--- src/rtl/tx_toh_pkg.sv ---
package tx_toh_pkg;

    typedef enum logic {
        FR_WAIT = 1'b0,
        FR_RUN  = 1'b1
    } frm_state_t;

    typedef enum logic [1:0] {
        INJ_IDLE   = 2'd0,
        INJ_ARMED  = 2'd1,
        INJ_ACTIVE = 2'd2
    } inj_state_t;

    localparam logic [7:0] FRAME_BYTE_1 = 8'hF6;
    localparam logic [7:0] FRAME_BYTE_2 = 8'h28;
    localparam logic [6:0] SCR_SEED     = 7'h7F;

    // Eight bits of generator output, MSB first
    function automatic logic [7:0] scr_mask(input logic [6:0] st);
        logic [6:0] s;
        logic [7:0] m;
        s = st;
        m = '0;
        for (int i = 0; i < 8; i++) begin
            m = {m[6:0], s[6]};
            s = {s[5:0], s[6] ^ s[5]};
        end
        return m;
    endfunction

    // Generator state after eight steps
    function automatic logic [6:0] scr_adv(input logic [6:0] st);
        logic [6:0] s;
        s = st;
        for (int i = 0; i < 8; i++) begin
            s = {s[5:0], s[6] ^ s[5]};
        end
        return s;
    endfunction

endpackage

--- src/rtl/toh_framer.sv ---
module toh_framer
    import tx_toh_pkg::*;
#(
    parameter int ROWS = 9,
    parameter int COLS = 270,
    parameter int NSTS = 3,
    localparam int RW = $clog2(ROWS),
    localparam int CW = $clog2(COLS),
    localparam int SW = $clog2(NSTS)
) (
    input  logic          clk,
    input  logic          rst_n,
    input  logic          i_sof,
    output logic          o_run,
    output logic          o_first,
    output logic [RW-1:0] o_row,
    output logic [CW-1:0] o_col,
    output logic [SW-1:0] o_sidx
);

    frm_state_t st_q, st_d;

    logic [RW-1:0] row_q, row_c, row_n;
    logic [CW-1:0] col_q, col_c, col_n;
    logic [SW-1:0] sidx_q, sidx_c, sidx_n;

    always_ff @(posedge clk or negedge rst_n) begin
        if (!rst_n) st_q <= FR_WAIT;
        else        st_q <= st_d;
    end

    always_comb begin
        st_d = st_q;
        unique case (st_q)
            FR_WAIT: if (i_sof) st_d = FR_RUN;
            FR_RUN:  st_d = FR_RUN;
        endcase
    end

    assign o_run  = (st_q == FR_RUN) || i_sof;
    assign row_c  = i_sof ? '0 : row_q;
    assign col_c  = i_sof ? '0 : col_q;
    assign sidx_c = i_sof ? '0 : sidx_q;

    always_comb begin
        row_n  = row_c;
        col_n  = col_c + CW'(1);
        sidx_n = (sidx_c == SW'(NSTS - 1)) ? '0 : sidx_c + SW'(1);
        if (col_c == CW'(COLS - 1)) begin
            col_n  = '0;
            sidx_n = '0;
            row_n  = (row_c == RW'(ROWS - 1)) ? '0 : row_c + RW'(1);
        end
    end

    always_ff @(posedge clk or negedge rst_n) begin
        if (!rst_n) begin
            row_q  <= '0;
            col_q  <= '0;
            sidx_q <= '0;
        end else if (o_run) begin
            row_q  <= row_n;
            col_q  <= col_n;
            sidx_q <= sidx_n;
        end
    end

    assign o_row   = row_c;
    assign o_col   = col_c;
    assign o_sidx  = sidx_c;
    assign o_first = o_run && (row_c == '0) && (col_c == '0);


    frame_range_chk: assert property (@(posedge clk) disable iff (!rst_n)
        (st_q == FR_RUN) |-> (col_q < CW'(COLS) && row_q < RW'(ROWS) && sidx_q < SW'(NSTS)));

endmodule

--- src/rtl/toh_scrambler.sv ---
module toh_scrambler
    import tx_toh_pkg::*;
(
    input  logic       clk,
    input  logic       rst_n,
    input  logic       i_adv,
    input  logic       i_restart,
    output logic [7:0] o_mask
);

    logic [6:0] lfsr_q, lfsr_d;

    always_comb begin
        lfsr_d = lfsr_q;
        if (i_restart)  lfsr_d = SCR_SEED;
        else if (i_adv) lfsr_d = scr_adv(lfsr_q);
    end

    always_ff @(posedge clk or negedge rst_n) begin
        if (!rst_n) lfsr_q <= SCR_SEED;
        else        lfsr_q <= lfsr_d;
    end

    assign o_mask = scr_mask(lfsr_q);


    scr_seed_chk: assert property (@(posedge clk) disable iff (!rst_n)
        i_restart |=> (o_mask == 8'hFE));

endmodule

--- src/rtl/toh_parity.sv ---
module toh_parity #(
    parameter int NSTS = 3,
    localparam int SW = $clog2(NSTS)
) (
    input  logic            clk,
    input  logic            rst_n,
    input  logic            i_en,
    input  logic            i_first,
    input  logic            i_line,
    input  logic [SW-1:0]   i_sidx,
    input  logic [7:0]      i_tx,
    input  logic [7:0]      i_pre,
    output logic [7:0]      o_b1,
    output logic [NSTS*8-1:0] o_b2
);

    logic [7:0] b1_acc, b1_hold;

    always_ff @(posedge clk or negedge rst_n) begin
        if (!rst_n) begin
            b1_acc  <= '0;
            b1_hold <= '0;
        end else if (i_en) begin
            if (i_first) begin
                b1_hold <= b1_acc;
                b1_acc  <= i_tx;
            end else begin
                b1_acc  <= b1_acc ^ i_tx;
            end
        end
    end

    assign o_b1 = b1_hold;

    for (genvar k = 0; k < NSTS; k++) begin : g_line
        logic [7:0] acc, hold;
        always_ff @(posedge clk or negedge rst_n) begin
            if (!rst_n) begin
                acc  <= '0;
                hold <= '0;
            end else if (i_en) begin
                if (i_first) begin
                    hold <= acc;
                    acc  <= '0;
                end else if (i_line && i_sidx == SW'(k)) begin
                    acc  <= acc ^ i_pre;
                end
            end
        end
        assign o_b2[k*8 +: 8] = hold;
    end


    b1_hold_chk: assert property (@(posedge clk) disable iff (!rst_n)
        (!i_en || !i_first) |=> $stable(o_b1));

endmodule

--- src/rtl/toh_err_inject.sv ---
module toh_err_inject
    import tx_toh_pkg::*;
(
    input  logic clk,
    input  logic rst_n,
    input  logic i_req,
    input  logic i_win_start,
    input  logic i_win_end,
    input  logic i_in_win,
    output logic o_flip
);

    inj_state_t st_q, st_d;

    always_ff @(posedge clk or negedge rst_n) begin
        if (!rst_n) st_q <= INJ_IDLE;
        else        st_q <= st_d;
    end

    always_comb begin
        st_d = st_q;
        unique case (st_q)
            INJ_IDLE: begin
                if (i_req) st_d = INJ_ARMED;
            end
            INJ_ARMED: begin
                if (i_win_start) begin
                    if (i_win_end) st_d = i_req ? INJ_ARMED : INJ_IDLE;
                    else           st_d = INJ_ACTIVE;
                end
            end
            INJ_ACTIVE: begin
                if (i_win_end) st_d = i_req ? INJ_ARMED : INJ_IDLE;
            end
            default: st_d = INJ_IDLE;
        endcase
    end

    always_comb begin
        o_flip = 1'b0;
        unique case (st_q)
            INJ_ARMED:  o_flip = i_win_start;
            INJ_ACTIVE: o_flip = i_in_win;
            default:    o_flip = 1'b0;
        endcase
    end


    inj_arm_chk: assert property (@(posedge clk) disable iff (!rst_n)
        (st_q == INJ_IDLE && i_req) |=> (st_q == INJ_ARMED));


    inj_window_chk: assert property (@(posedge clk) disable iff (!rst_n)
        o_flip |-> i_in_win);

endmodule

--- src/rtl/tx_toh_inserter.sv ---
module tx_toh_inserter
    import tx_toh_pkg::*;
#(
    parameter int ROWS    = 9,
    parameter int COLS    = 270,
    parameter int OH_COLS = 9,
    parameter int NSTS    = 3,
    parameter int REI_W   = 8,
    parameter int REI_MAX = 24,
    localparam int RW = $clog2(ROWS),
    localparam int CW = $clog2(COLS),
    localparam int SW = $clog2(NSTS)
) (
    input  logic               clk,
    input  logic               rst_n,
    input  logic               i_sof,
    input  logic               i_sts3c,
    input  logic [7:0]         i_spe_c,
    input  logic [NSTS*8-1:0]  i_spe_ch,
    input  logic [7:0]         i_cfg_j0,
    input  logic [7:0]         i_cfg_e1,
    input  logic [7:0]         i_cfg_f1,
    input  logic [7:0]         i_cfg_k1,
    input  logic [7:0]         i_cfg_k2,
    input  logic [7:0]         i_cfg_s1,
    input  logic [REI_W-1:0]   i_rei_cnt,
    input  logic               i_rdi,
    input  logic               i_ais,
    input  logic               i_scr_en,
    input  logic               i_err_b1,
    input  logic               i_err_b2,
    output logic               o_valid,
    output logic               o_sof,
    output logic [RW-1:0]      o_row,
    output logic [CW-1:0]      o_col,
    output logic [7:0]         o_byte
);

    localparam int ROW_PTR  = 3;
    localparam int ROW_LINE = 4;
    localparam int ROW_LAST = 8;

    logic          run, first;
    logic [RW-1:0] row;
    logic [CW-1:0] col;
    logic [SW-1:0] sidx;
    logic [7:0]    mask, b1_prev, payload, pre, tx, m1_val;
    logic [NSTS*8-1:0] b2_prev;
    logic          flip_b1, flip_b2;
    logic          oh_col, in_soh0, scr_restart;
    logic          b1_win, b2_start, b2_end, b2_win;
    int            r_i, c_i;

    toh_framer #(.ROWS(ROWS), .COLS(COLS), .NSTS(NSTS)) u_framer (
        .clk(clk), .rst_n(rst_n), .i_sof(i_sof),
        .o_run(run), .o_first(first), .o_row(row), .o_col(col), .o_sidx(sidx)
    );

    assign oh_col      = col < CW'(OH_COLS);
    assign in_soh0     = (row == '0) && oh_col;
    assign scr_restart = run && (row == '0) && (col == CW'(OH_COLS - 1));

    toh_scrambler u_scr (
        .clk(clk), .rst_n(rst_n), .i_adv(run && !in_soh0),
        .i_restart(scr_restart), .o_mask(mask)
    );

    assign b1_win   = run && (row == RW'(1)) && (col == '0);
    assign b2_start = run && (row == RW'(ROW_LINE)) && (col == '0);
    assign b2_end   = run && (row == RW'(ROW_LINE)) && (col == CW'(NSTS - 1));
    assign b2_win   = run && (row == RW'(ROW_LINE)) && (col < CW'(NSTS));

    toh_err_inject u_inj_b1 (
        .clk(clk), .rst_n(rst_n), .i_req(i_err_b1),
        .i_win_start(b1_win), .i_win_end(b1_win), .i_in_win(b1_win),
        .o_flip(flip_b1)
    );

    toh_err_inject u_inj_b2 (
        .clk(clk), .rst_n(rst_n), .i_req(i_err_b2),
        .i_win_start(b2_start), .i_win_end(b2_end), .i_in_win(b2_win),
        .o_flip(flip_b2)
    );

    toh_parity #(.NSTS(NSTS)) u_par (
        .clk(clk), .rst_n(rst_n), .i_en(run), .i_first(first),
        .i_line(row >= RW'(ROW_PTR)), .i_sidx(sidx),
        .i_tx(tx), .i_pre(pre), .o_b1(b1_prev), .o_b2(b2_prev)
    );

    assign payload = i_sts3c ? i_spe_c : i_spe_ch[int'(sidx)*8 +: 8];
    assign m1_val  = (i_rei_cnt > REI_W'(REI_MAX)) ? 8'(REI_MAX) : 8'(i_rei_cnt);

    // Byte selection before scrambling
    always_comb begin
        r_i = int'(row);
        c_i = int'(col);
        pre = 8'h00;
        if (!oh_col || r_i == ROW_PTR) begin
            pre = payload;
        end else begin
            case (r_i)
                0: begin
                    if (c_i < NSTS)              pre = FRAME_BYTE_1;
                    else if (c_i < 2 * NSTS)     pre = FRAME_BYTE_2;
                    else if (c_i == 2 * NSTS)    pre = i_cfg_j0;
                    else                         pre = 8'(c_i - 2 * NSTS + 1);
                end
                1: begin
                    case (c_i)
                        0:       pre = b1_prev ^ {8{flip_b1}};
                        3:       pre = i_cfg_e1;
                        6:       pre = i_cfg_f1;
                        default: pre = 8'h00;
                    endcase
                end
                ROW_LINE: begin
                    if (c_i < NSTS)  pre = b2_prev[c_i*8 +: 8] ^ {8{flip_b2}};
                    else if (c_i == 3) pre = i_cfg_k1;
                    else if (c_i == 6) pre = i_rdi ? {i_cfg_k2[7:3], 3'b110} : i_cfg_k2;
                    else             pre = 8'h00;
                end
                ROW_LAST: begin
                    case (c_i)
                        0:       pre = i_cfg_s1;
                        5:       pre = m1_val;
                        default: pre = 8'h00;
                    endcase
                end
                default: pre = 8'h00;
            endcase
        end
        if (i_ais && r_i >= ROW_PTR) pre = 8'hFF;
    end

    assign tx = (i_scr_en && !in_soh0) ? (pre ^ mask) : pre;

    always_ff @(posedge clk or negedge rst_n) begin
        if (!rst_n) begin
            o_valid <= 1'b0;
            o_sof   <= 1'b0;
            o_row   <= '0;
            o_col   <= '0;
            o_byte  <= '0;
        end else begin
            o_valid <= run;
            o_sof   <= first;
            o_row   <= run ? row : '0;
            o_col   <= run ? col : '0;
            o_byte  <= run ? tx : 8'h00;
        end
    end


    sof_pos_chk: assert property (@(posedge clk) disable iff (!rst_n)
        o_sof |-> (o_valid && o_row == '0 && o_col == '0));


    a1_fixed_chk: assert property (@(posedge clk) disable iff (!rst_n)
        (o_valid && o_row == '0 && o_col < CW'(NSTS)) |-> (o_byte == FRAME_BYTE_1));

endmodule

--- config.mk ---
export PLATFORM = sky130hd
export DESIGN_NAME = tx_toh_inserter
export DESIGN_NICKNAME = d
export VERILOG_FILES = /design/src/rtl/tx_toh_pkg.sv /design/src/rtl/toh_framer.sv /design/src/rtl/toh_scrambler.sv /design/src/rtl/toh_parity.sv /design/src/rtl/toh_err_inject.sv /design/src/rtl/tx_toh_inserter.sv
export SDC_FILE = /design/constraint.sdc
export NUM_CORES = 1
export LEC_CHECK = 0
export CORE_MARGIN = 2
export CORE_UTILIZATION = 49
export DETAILED_ROUTE_END_ITERATION = 12
export PLACE_DENSITY = 0.84
export RECOVER_POWER = 25
export SLEW_MARGIN = 15
export SYNTH_ARGS = -nofsm -noshare
export SYNTH_HDL_FRONTEND = slang
export SYNTH_SLANG_ARGS = --single-unit
--- constraint.sdc ---
create_clock -name clk -period 3.2 [get_ports clk]
set_clock_uncertainty 0.2 [all_clocks]
set_input_delay 0.48 -clock clk [delete_from_list [all_inputs] [get_ports clk]]
set_output_delay 0.48 -clock clk [all_outputs]
set_load 0.03 [all_outputs]
==> results.md <==
Outcome:
- The run finished with clean final reports.

GRT:
- The via count of the first global-routing pass is 6737.
- The total congestion overflow after global routing is 0.
- The largest net degree at the start of global routing is 88.
- The global-route wire length before repair is 35.9 mm.
- Global routing consumed, over all layers together, 31.4% of the routing resources.
- The initial antenna violation count came to 0.

Cells and area:
- The library cell used most frequently in the layout, excluding fill and tap cells, is nand2_1.
- The top cell types in the final layout, fill and taps aside, are nand2_1, clkdlybuf4s50_1, buf_4.
- Compared with the post-synthesis result, the final layout area differs by 40.3%.
- The count of placed standard cells in the final layout, fillers left out is 1182.
- At the end of the flow, the number of nets in the layout was 1106.
- The post-route netlist has 23.0% of its cells at a drive strength greater than 1.
- 0 antenna diodes ended up in the layout.

Worst setup path:
- At the worst endpoint, the arrival time is 3230 ps.
- The worst-path maximum fanout is 16.
- Traced cell by cell, the critical path runs through buf_4 -> a2111oi_2 -> buf_4 -> a21oi_1 -> nor2_1 -> a21oi_1 -> nand3_2 -> a2111oi_4 -> xor2_1 -> and2_2 -> o221a_1.
- The kind of critical path is flop to flop.
- The worst setup path is captured at a flop.
- The worst endpoint required time is 3260 ps.
- The cell with the largest stage delay on the worst path is a2111oi_4.
- The worst setup path is launched from a flop.
- The stage delay of the slowest cell on the critical path is 510 ps.
- The setup check on the worst reg-to-reg path leaves a slack of 30 ps.
- The start of the worst register-to-register path is u_framer.col_q[1].
- The critical register-to-register path endpoint is u_par.b1_acc[4].
- The worst register-to-register path has a depth of 11.

Logic synthesis:
- The synthesized design contains 112 register bits.
- In this run, synthesis inferred 0 flip-flops with an integrated enable.
- The number of synthesis warnings is 0.
- The mean instance size in the synthesized netlist is 8.72 sq um.
- The net count after synthesis is 901.
- The mapped netlist covers 6900 sq um.
- After technology mapping, the gate count stands at 792.
- Among all flip-flop cells after synthesis, the most frequent one is dfrtp_1.
- Yosys mapped the design onto 86 distinct sky130hd cell types.
- The async set or reset register ratio after synthesis is 100%.
- The sequential cell area fraction in the yosys report is 40.7%.

Routing:
- The number of antenna-violating nets in the routed design is 0.
- For this run, the detailed router's first-pass iteration total came to 6.
- The initial detailed-routing violation count is 829.
- The total DRC errors in the routed layout is 0.
- The count of vias placed by the detailed router is 7224.
- The ratio of routed vias to standard cells is 6.11.
- Summed over all layers, the routed wires come to 24.0 mm.
- In the final routed layout, each cell accounts on average for 20.3 microns.

Timing:
- The final worst-path cycle share is 99.0%.
- The achievable frequency is 316 MHz.
- The final count of negative-setup-slack endpoints is 0.
- The worst slew slack as a fraction of its limit is 1.21%.
- The number of pins with negative max-slew slack in the final report came to 0.
- The final count of hold timing violations is 0.
- The final critical-path required period is 3170 ps.
- For the pin with the worst max-slew slack, the measured transition is 1480 ps.

Floorplan:
- During I/O placement, the number of pins put on the boundary was 120.
- In this run the core area contains 43 standard-cell rows.
- The height of the die is 123 microns.
- The die outline area is 15100 sq um.
- The core outline area is 13800 sq um.
- The floorplan step set the die width to 123 microns.
- The initial utilization of the core area, before any placement, comes to 49.9%.

Min path:
- The min-delay analysis places its worst path in the category input pin to flop.
- The startpoint identified for the worst hold timing path is i_sof.
- The worst hold path passes through 3 cells.
- The path with the worst hold slack has its endpoint at u_framer.col_q[7].

Clock tree:
- The maximum level of the CTS H-tree is 3.
- Clock tree synthesis found a total of 112 sinks.
- The insertion delay of the later-clocked pin in the worst-skew pair is 380 ps.
- The number of buffers on the longest clock path is 2.
- The CTS tree is yes.
- The number of clock buffers added by TritonCTS is 9.
- Clock tree synthesis selected as its root buffer the cell clkbuf_16.
- Clock-pin slew was measured on the worst setup and hold paths at 90 ps.

Power:
- After layout, the design draws a total of 4.95 mW.
- For this design the ratio of total power to cell area is 511 nW/um^2.
- The analysis attributes to cell leakage a power of 4.28 nW.
- The worst supply voltage drop on vdd is 0.538 mV.

Placement:
- Detailed placement finished with a half-perimeter wire length of 17.2 mm.
- The final RePlAce weighted congestion is 1.06.
- The count of buffers inserted at the top-level ports is 119.
- The number of instances in the placed design is 1154.

Run:
- The number of maximum-capacitance violations is 0.
-- Yosys cell counts, drive strengths merged, types with 7 or more instances --
master,instances,share of area [%]
nor3,11,0.87
a22o,10,1.3
mux2i,8,1.2
xnor2,21,2.8
a211oi,12,1.5
and2,12,1.1
nor2b,11,1.0
o22a,7,0.89
ha,12,2.2
dfrtp,105,38
inv,22,1.2
buf,25,1.9
a31oi,7,0.72
or3,23,2.2
dfstp,7,2.7
nand3,18,1.4
a21oi,49,3.6
and3,12,1.1
a22oi,18,2.0
o21ai,52,4.0
xor2,20,2.5
nor2,50,2.8
nand2,144,7.9
clkbuf,27,1.5
o211ai,8,0.94
-- layout make-up --
cell class	count	area (sq um)
well taps	180	225
inverters	22	85.1
fillers	1009	4140
clock buffers	9	225
flip-flops and latches	112	2820
clock inverters	7	87.6
repair buffers	246	2150
multi-input cells	606	4090
-- sequential cells by signal, indices dropped and copies added (netlist names), 2 cells and up --
signal             flops
o_row                  4
u_framer.sidx_q        2
u_framer.col_q         9
u_par.g_line.acc      24
o_col                  9
u_par.o_b1             8
u_par.b1_acc           8
u_framer.row_q         4
u_par.g_line.hold     24
u_inj_b2.st_q          2
u_scr.lfsr_q           7
o_byte                 8
-- stage by stage --
| step | hold slack, ps | instance area (sq um) | setup TNS, ps | util (%) | setup slack [ps] |
|---|---|---|---|---|---|
| finish | 247 | 9680 | 0 | 70.0 | 31.1 |
| global placement | 221 | 9100 | -6220 | 65.8 | -284 |
| detailed placement | 223 | 9100 | -7690 | 65.8 | -298 |
| floorplan | -15.6 | 7070 | -319 | - | -132 |
| CTS | 223 | 9480 | 0 | 68.5 | 3.05 |
| global route | 239 | 9680 | -156 | 70.0 | -52.0 |
-- power by group --
group          total, mW  switching (mW)  internal (mW)
clock               1.21           0.583          0.623
sequential          2.05           0.282           1.77
combinational       1.69           0.886          0.809
-- worst max path at each step --
| stage | start | to | slack (ps) | depth (start not counted) |
|---|---|---|---|---|
| 2_1_floorplan | i_sof | u_par.b1_acc[0] | -130 | 14 |
| 3_3_place_gp | i_sof | u_par.b1_acc[2] | -280 | 14 |
| 3_5_place_dp | i_sof | u_par.b1_acc[2] | -300 | 14 |
| 4_1_cts | u_framer.col_q[0] | u_par.b1_acc[4] | 3 | 13 |
| 5_1_grt | u_framer.col_q[1] | u_par.g_line[2].acc[7] | -50 | 12 |
| 6_report | u_framer.col_q[1] | u_par.b1_acc[4] | 30 | 11 |
-- worst max-delay path: cells and delay by family (launching register included) --
| family | cells | cell delay, ps |
|---|---|---|
| buffers and inverters | 2 | 420 |
| AO/OA/AOI/OAI | 5 | 1310 |
| XOR/XNOR | 1 | 140 |
| AND/OR/NAND/NOR | 3 | 550 |
| flip-flops | 1 | 420 |
-- kinds of logic (layout without fill, tap and decap cells) --
group / count (synthesis) / after routing / synth area share, %
AOI/OAI and AO/OA: 226 / 226 / 23.1
xor gates and xnor gates: 41 / 41 / 5.31
adders and majority gates: 13 / 13 / 2.32
buffers and inverters: 74 / 284 / 4.60
DFF: 112 / 112 / 40.7
muxes: 11 / 11 / 1.65
and+or+nand+nor: 315 / 315 / 22.3
-- repair_timing --
action | 4_1_cts | 5_1_grt
gates resized for setup | 8 | 39
gates cloned | 0 | 0
endpoints found under the hold margin | 25 | 0
buffers inserted | 3 | 9
setup endpoints to repair | 23 | 33
hold buffers | 1 | 0
pin swaps | 4 | 18
-- routing by layer --
| metal | global-route usage [%] | part of all wire [%] |
|---|---|---|
| met5 | 0 | 0 |
| met4 | 10.4 | 2.9 |
| met3 | 6.78 | 8.0 |
| met2 | 50.5 | 48 |
| met1 | 42.3 | 41 |
(Power assumes the default switching activity.)
